`src/rtl/stk_pkg.sv`:
```
package stk_pkg;
    typedef enum logic [1:0] {
        ST_IDLE = 2'd0,
        ST_CALL = 2'd1,
        ST_RET  = 2'd2
    } stk_state_e;
endpackage

```
`src/rtl/stk_ctrl.sv`:
```
module stk_ctrl #(
    parameter int RA_BYTES = 3,
    localparam int BYTE_W  = $clog2(RA_BYTES)
) (
    input  logic              clk,
    input  logic              rst_n,
    input  logic              push_req,
    input  logic              pop_req,
    input  logic              call_req,
    input  logic              ret_req,
    input  logic              wr_any,
    output logic              step_dn,
    output logic              step_up,
    output logic [BYTE_W-1:0] byte_idx,
    output logic              busy
);
    import stk_pkg::*;

    localparam logic [BYTE_W-1:0] LAST = BYTE_W'(RA_BYTES - 1);
    localparam logic [BYTE_W-1:0] ONE  = BYTE_W'(1);

    stk_state_e        state_q, state_d;
    logic [BYTE_W-1:0] cnt_q, cnt_d;

    always_ff @(posedge clk or negedge rst_n) begin
        if (!rst_n) begin
            state_q <= ST_IDLE;
            cnt_q   <= '0;
        end else begin
            state_q <= state_d;
            cnt_q   <= cnt_d;
        end
    end

    always_comb begin
        state_d  = state_q;
        cnt_d    = cnt_q;
        step_dn  = 1'b0;
        step_up  = 1'b0;
        byte_idx = '0;
        busy     = 1'b0;
        unique case (state_q)
            ST_IDLE: begin
                if (wr_any) begin
                    state_d = ST_IDLE;
                end else if (call_req) begin
                    step_dn  = 1'b1;
                    byte_idx = '0;
                    cnt_d    = ONE;
                    state_d  = ST_CALL;
                end else if (ret_req) begin
                    step_up  = 1'b1;
                    byte_idx = LAST;
                    cnt_d    = ONE;
                    state_d  = ST_RET;
                end else if (push_req) begin
                    step_dn = 1'b1;
                end else if (pop_req) begin
                    step_up = 1'b1;
                end
            end
            ST_CALL: begin
                busy     = 1'b1;
                step_dn  = 1'b1;
                byte_idx = cnt_q;
                cnt_d    = cnt_q + ONE;
                if (cnt_q == LAST) state_d = ST_IDLE;
            end
            ST_RET: begin
                busy     = 1'b1;
                step_up  = 1'b1;
                byte_idx = LAST - cnt_q;
                cnt_d    = cnt_q + ONE;
                if (cnt_q == LAST) state_d = ST_IDLE;
            end
            default: state_d = ST_IDLE;
        endcase
    end
endmodule

```
`src/rtl/stk_reg.sv`:
```
module stk_reg #(
    parameter int              PTR_W    = 15,
    parameter logic [PTR_W-1:0] RESET_SP = PTR_W'(16'h40FF)
) (
    input  logic             clk,
    input  logic             rst_n,
    input  logic             ld_lo,
    input  logic             ld_hi,
    input  logic [7:0]       din,
    input  logic             dec,
    input  logic             inc,
    output logic [PTR_W-1:0] sp
);
    localparam int HI_W = PTR_W - 8;

    always_ff @(posedge clk or negedge rst_n) begin
        if (!rst_n) begin
            sp <= RESET_SP;
        end else if (ld_lo || ld_hi) begin
            if (ld_lo) sp[7:0]       <= din;
            if (ld_hi) sp[PTR_W-1:8] <= din[HI_W-1:0];
        end else if (dec) begin
            sp <= sp - PTR_W'(1);
        end else if (inc) begin
            sp <= sp + PTR_W'(1);
        end
    end
endmodule

```
`src/rtl/stk_addr.sv`:
```
module stk_addr #(
    parameter int                PTR_W  = 15,
    parameter int                ADDR_W = 16,
    parameter logic [ADDR_W-1:0] FLOOR  = 16'h0100
) (
    input  logic [PTR_W-1:0]  sp,
    input  logic              dec,
    input  logic              inc,
    output logic [ADDR_W-1:0] addr,
    output logic              err
);
    logic [PTR_W-1:0] sp_up;

    always_comb begin
        sp_up = sp + PTR_W'(1);
        addr  = inc ? ADDR_W'(sp_up) : ADDR_W'(sp);
        err   = dec && (ADDR_W'(sp) <= FLOOR + ADDR_W'(1));
    end
endmodule

```
`src/rtl/stk_pointer_unit.sv`:
```
module stk_pointer_unit #(
    parameter int               PTR_W    = 15,
    parameter int               ADDR_W   = 16,
    parameter int               RA_BYTES = 3,
    parameter logic [PTR_W-1:0] RESET_SP = PTR_W'(16'h40FF),
    parameter logic [ADDR_W-1:0] FLOOR   = 16'h0100,
    localparam int              BYTE_W   = $clog2(RA_BYTES)
) (
    input  logic              clk,
    input  logic              rst_n,
    input  logic              push_req,
    input  logic              pop_req,
    input  logic              call_req,
    input  logic              ret_req,
    input  logic              wr_lo,
    input  logic              wr_hi,
    input  logic [7:0]        wr_data,
    output logic [7:0]        sp_lo,
    output logic [7:0]        sp_hi,
    output logic              acc_valid,
    output logic              acc_write,
    output logic [ADDR_W-1:0] acc_addr,
    output logic [BYTE_W-1:0] acc_byte,
    output logic              busy
    ,output logic             stack_err
);
    logic             ld_lo, ld_hi, dec, inc;
    logic [PTR_W-1:0] sp;

    assign ld_lo = wr_lo && !busy;
    assign ld_hi = wr_hi && !busy;

    stk_ctrl #(.RA_BYTES(RA_BYTES)) u_ctrl (
        .clk      (clk),
        .rst_n    (rst_n),
        .push_req (push_req),
        .pop_req  (pop_req),
        .call_req (call_req),
        .ret_req  (ret_req),
        .wr_any   (ld_lo || ld_hi),
        .step_dn  (dec),
        .step_up  (inc),
        .byte_idx (acc_byte),
        .busy     (busy)
    );

    stk_reg #(.PTR_W(PTR_W), .RESET_SP(RESET_SP)) u_reg (
        .clk   (clk),
        .rst_n (rst_n),
        .ld_lo (ld_lo),
        .ld_hi (ld_hi),
        .din   (wr_data),
        .dec   (dec),
        .inc   (inc),
        .sp    (sp)
    );

    stk_addr #(.PTR_W(PTR_W), .ADDR_W(ADDR_W), .FLOOR(FLOOR)) u_addr (
        .sp   (sp),
        .dec  (dec),
        .inc  (inc),
        .addr (acc_addr),
        .err  (stack_err)
    );

    assign acc_valid = dec || inc;
    assign acc_write = dec;
    assign sp_lo     = sp[7:0];
    assign sp_hi     = 8'(sp >> 8);
endmodule

```
`config.mk`:
```
export PLATFORM = sky130hd
export DESIGN_NAME = stk_pointer_unit
export DESIGN_NICKNAME = d
export VERILOG_FILES = /design/src/rtl/stk_pkg.sv /design/src/rtl/stk_ctrl.sv /design/src/rtl/stk_reg.sv /design/src/rtl/stk_addr.sv /design/src/rtl/stk_pointer_unit.sv
export SDC_FILE = /design/constraint.sdc
export NUM_CORES = 1
export LEC_CHECK = 0
export CAP_MARGIN = 20
export CORE_MARGIN = 2
export CORE_UTILIZATION = 58
export DETAILED_ROUTE_END_ITERATION = 6
export DONT_BUFFER_PORTS = 1
export PLACE_DENSITY = 0.78
export SYNTH_ARGS = -nofsm -noshare
export SYNTH_HDL_FRONTEND = slang
export SYNTH_SLANG_ARGS = --single-unit
```
`constraint.sdc`:
```
create_clock -name clk -period 2.3 [get_ports clk]
set_input_delay 0.23 -clock clk [delete_from_list [all_inputs] [get_ports clk]]
set_output_delay 0.23 -clock clk [all_outputs]
set_load 0.01 [all_outputs]
```
==> impl_metrics.env <==
export IMPL_outcome="finished with violations"
export IMPL_violations="negative setup slack"
export IMPL_cp_data_required_time_ns=2.07
export IMPL_min_period_ns=2.41
export IMPL_worst_path_buf_inv=0
export IMPL_clock_path_buffers=2
export IMPL_hold_path_class="in2reg"
export IMPL_synth_cell_types=60
export IMPL_fin_skew_ns=0.0184
export IMPL_drive_gt1_share_pct=29.3
export IMPL_hpwl_um=4240
export IMPL_wl_per_cell_um=18.8
export IMPL_tightest_slew_ns=0.881
export IMPL_drt_wl_total_um=6150
export IMPL_syn_area_per_cell_sq_um=7.93
export IMPL_routed_wl_met3_um=596
export IMPL_fmaxAchievable_ghz=0.415
export IMPL_antenna_found_initial=0
export IMPL_clk_latency_ns=0.33
export IMPL_critical_path_class="reg2out"
export IMPL_drt_met1_wl_um=2430
export IMPL_reg2reg_depth=8
export IMPL_synth_top_area_share_pct=12.5
export IMPL_place_area_sq_um=2160
export IMPL_clock_sinks=19
export IMPL_worstPathCellList="ha_4 -> nand4_1 -> or4_4 -> nor2_4 -> xor2_2"
export IMPL_crit_path_start_kind="register"
export IMPL_die_height_um=62.7
export IMPL_crit_path_top_delay_cell="dfstp_2"
export IMPL_fin_area_sq_um=2440
export IMPL_place_congestion=0.924
export IMPL_whs_path_depth=2
export IMPL_cts_max_level=1
export IMPL_reg2reg_setup_slack_ns=0.12
export IMPL_firstDrtPassIters=5
export IMPL_fill_cells=245
export IMPL_drt_initial_drc_count=187
export IMPL_cts_tree="done"
export IMPL_cp_max_fo=8
export IMPL_synthCells=252
export IMPL_setup_ws_ns=-0.110
export IMPL_design_core_area_sq_um=3310
export IMPL_io_pins=54
export IMPL_fp_row_count=21
export IMPL_start_util_pct=60.4
export IMPL_finish_utilization_pct=73.7
export IMPL_synth_area_sq_um=2000
export IMPL_synth_top_family_by_area="simple AND/OR/NAND/NOR gates"
export IMPL_slew_headroom_pct=41.0
export IMPL_antennaDiodeCount=0
export IMPL_drv_slew=0
export IMPL_synthTopCellsByCount="nand2_1 (28), nor2_1 (21), a21oi_1 (16)"
export IMPL_finalCritPeriodShare_pct=105
export IMPL_wl_met2_um=2930
export IMPL_min_from="wr_data[0]"
export IMPL_grtUsageTotal_pct=31.1
export IMPL_via_per_inst=6.69
export IMPL_cts_root_buf="clkbuf_4"
export IMPL_vdd_ir_drop_max_mv=0.738
export IMPL_synthFlopType="dfrtp_1"
export IMPL_synth_compound_area_share_pct=23.1
export IMPL_cts_buffers=3
export IMPL_die_area_sq_um=3930
export IMPL_synthAdderAreaFrac_pct=5.01
export IMPL_holdPathEnd="u_reg.sp[0]"
export IMPL_drc=0
export IMPL_yosysSeqAreaShare_pct=24.4
export IMPL_synth_top_cell_by_area="dfrtp_1"
export IMPL_max_cap_violations=0
export IMPL_synthArstFlopShare_pct=100
export IMPL_hold_viol=0
export IMPL_syn_to_final_growth_pct=22.1
export IMPL_grt_start_max_net_pins=25
export IMPL_leakagePower_nw=1.04
export IMPL_clkTransAtPathRegs_ns=0.13
export IMPL_post_synth_top_count_cell="nand2_1"
export IMPL_layout_nets=305
export IMPL_rr_startpoint="u_ctrl.state_q[0]"
export IMPL_powerDensity_nw_per_um2=1540
export IMPL_setup_violations=6
export IMPL_die_width_um=62.7
export IMPL_path_delay_family="simple AND/OR/NAND/NOR gates"
export IMPL_synthXorXnorAreaFrac_pct=7.45
export IMPL_muxShareOfSynthArea_pct=6.20
export IMPL_worstSetupEndpointType="output pin"
export IMPL_rsz0062_at_grt="true"
export IMPL_synth_area_top_cells="dfrtp_1 (13%), dfstp_2 (12%), nand2_1 (5.3%), ha_1 (5.0%), xnor2_1 (4.8%)"
export IMPL_yosysWarnings=0
export IMPL_port_buffers=0
export IMPL_vias=2181
export IMPL_maxUsedRoutingLayer="met4"
export IMPL_overflow=0
export IMPL_grt_first_pass_wirelength_um=9760
export IMPL_synth_edff_count=0
export IMPL_yosys_area_share_simple_pct=26.1
export IMPL_ant_nets=0
export IMPL_slowest_delay_ns=0.67
export IMPL_r2r_end="u_reg.sp[3]"
export IMPL_ys_seq_elements=19
export IMPL_worstPathArrival_ns=2.18
export IMPL_grt_pass1_vias=1986
## through the flow
stage | worst slack, ns | total power, mW | hold slack [ns] | TNS, ns | instances
floorplan | 0.0358 | 2.53 | -0.0656 | 0 | 253
global placement | 0.152 | 3.13 | -0.0650 | 0 | 309
detailed placement | 0.101 | 3.17 | -0.0647 | 0 | 309
CTS | -0.0483 | 3.50 | 0.0994 | -0.0483 | 320
global route | -0.170 | 4.00 | 0.113 | -1.36 | 326
finish | -0.110 | 3.76 | 0.0806 | -0.294 | 326
## worst max-delay path by stage
stage / cells past startpoint / end / slack [ns] / startpoint
finish: 5 / acc_addr[14] / -0.11 / u_reg.sp[1]
CTS: 5 / acc_addr[14] / -0.05 / u_reg.sp[1]
floorplan: 7 / acc_addr[11] / 0.04 / u_ctrl.state_q[0]
global placement: 6 / u_reg.sp[9] / 0.15 / u_reg.sp[5]
detailed placement: 8 / u_reg.sp[3] / 0.10 / u_ctrl.state_q[0]
global route: 9 / acc_addr[10] / -0.17 / u_ctrl.state_q[1]
## metal layers
layer / global-route usage (%) / vias up
met5: 0 / -
li1: - / 983
met4: 12.8 / 0
met1: 40.7 / 1019
met2: 51.2 / 153
met3: 4.86 / 26
## flip-flops by register name, summed over array words and instances, names as in the netlist
name	count
u_ctrl.state_q	2
u_reg.sp	15
u_ctrl.cnt_q	2
## cell usage in the layout, fill, tap and decap left out, types with 2 or more instances in the layout
master and n:
buf_1 2, mux2i_1 9, conb_1 2, xor2_2 2, inv_2 3, nor3b_1 2, or4_4 2, xor2_1 4
o21ai_1 7, nand3_1 5, nand3b_1 2, nor2_1 19, dfstp_2 9, xnor2_1 6, nor2_4 2, nand2b_1 3
ha_1 6, nor3_4 3, a2bb2oi_1 6, ha_4 2, o22ai_1 7, nor4_1 8, buf_4 37, or3_1 2
a31oi_1 3, a211oi_1 2, xnor2_2 5, inv_1 9, a21oi_1 16, a21o_1 2, nand2_1 28, nor3_1 7
o21ai_0 5, o2bb2a_1 2, clkbuf_4 3, dfrtp_1 10, nand4_1 4, mux2_1 3
## timing repair
| action | 4_1_cts | 5_1_grt |
|---|---|---|
| endpoints found under the setup margin | 15 | 14 |
| gates resized for setup | 15 | 13 |
| pin swaps | 5 | 11 |
| hold buffers | 1 | 0 |
| hold endpoints to repair | 19 | 0 |
| buffers inserted | 6 | 6 |
## kinds of logic (layout without fill, tap and decap cells)
logic type,after synthesis,count (layout)
simple gates,99,99
compound gates,66,66
buf+inv,30,57
flops,19,19
xor+xnor,17,17
mux,12,12
fa+ha+maj,8,8
other cells,1,2
## power breakdown
part           total, mW  internal [mW]  switching (mW)
logic               2.65           1.14            1.51
registers          0.915          0.565           0.350
clock network      0.189         0.0654           0.124
## layout make-up
cell class / count / area (sq um) / share of cell area (%)
clock buffers: 3 / 22.5 / 0.923
clock inverters: 1 / 5.00 / 0.205
inverters: 12 / 45.0 / 1.85
multi-input cells: 204 / 1520 / 62.4
flip-flops and latches: 19 / 487 / 19.9
well taps: 46 / 57.6 / 2.36
repair buffers: 41 / 300 / 12.3
(Power assumes the default switching activity.)
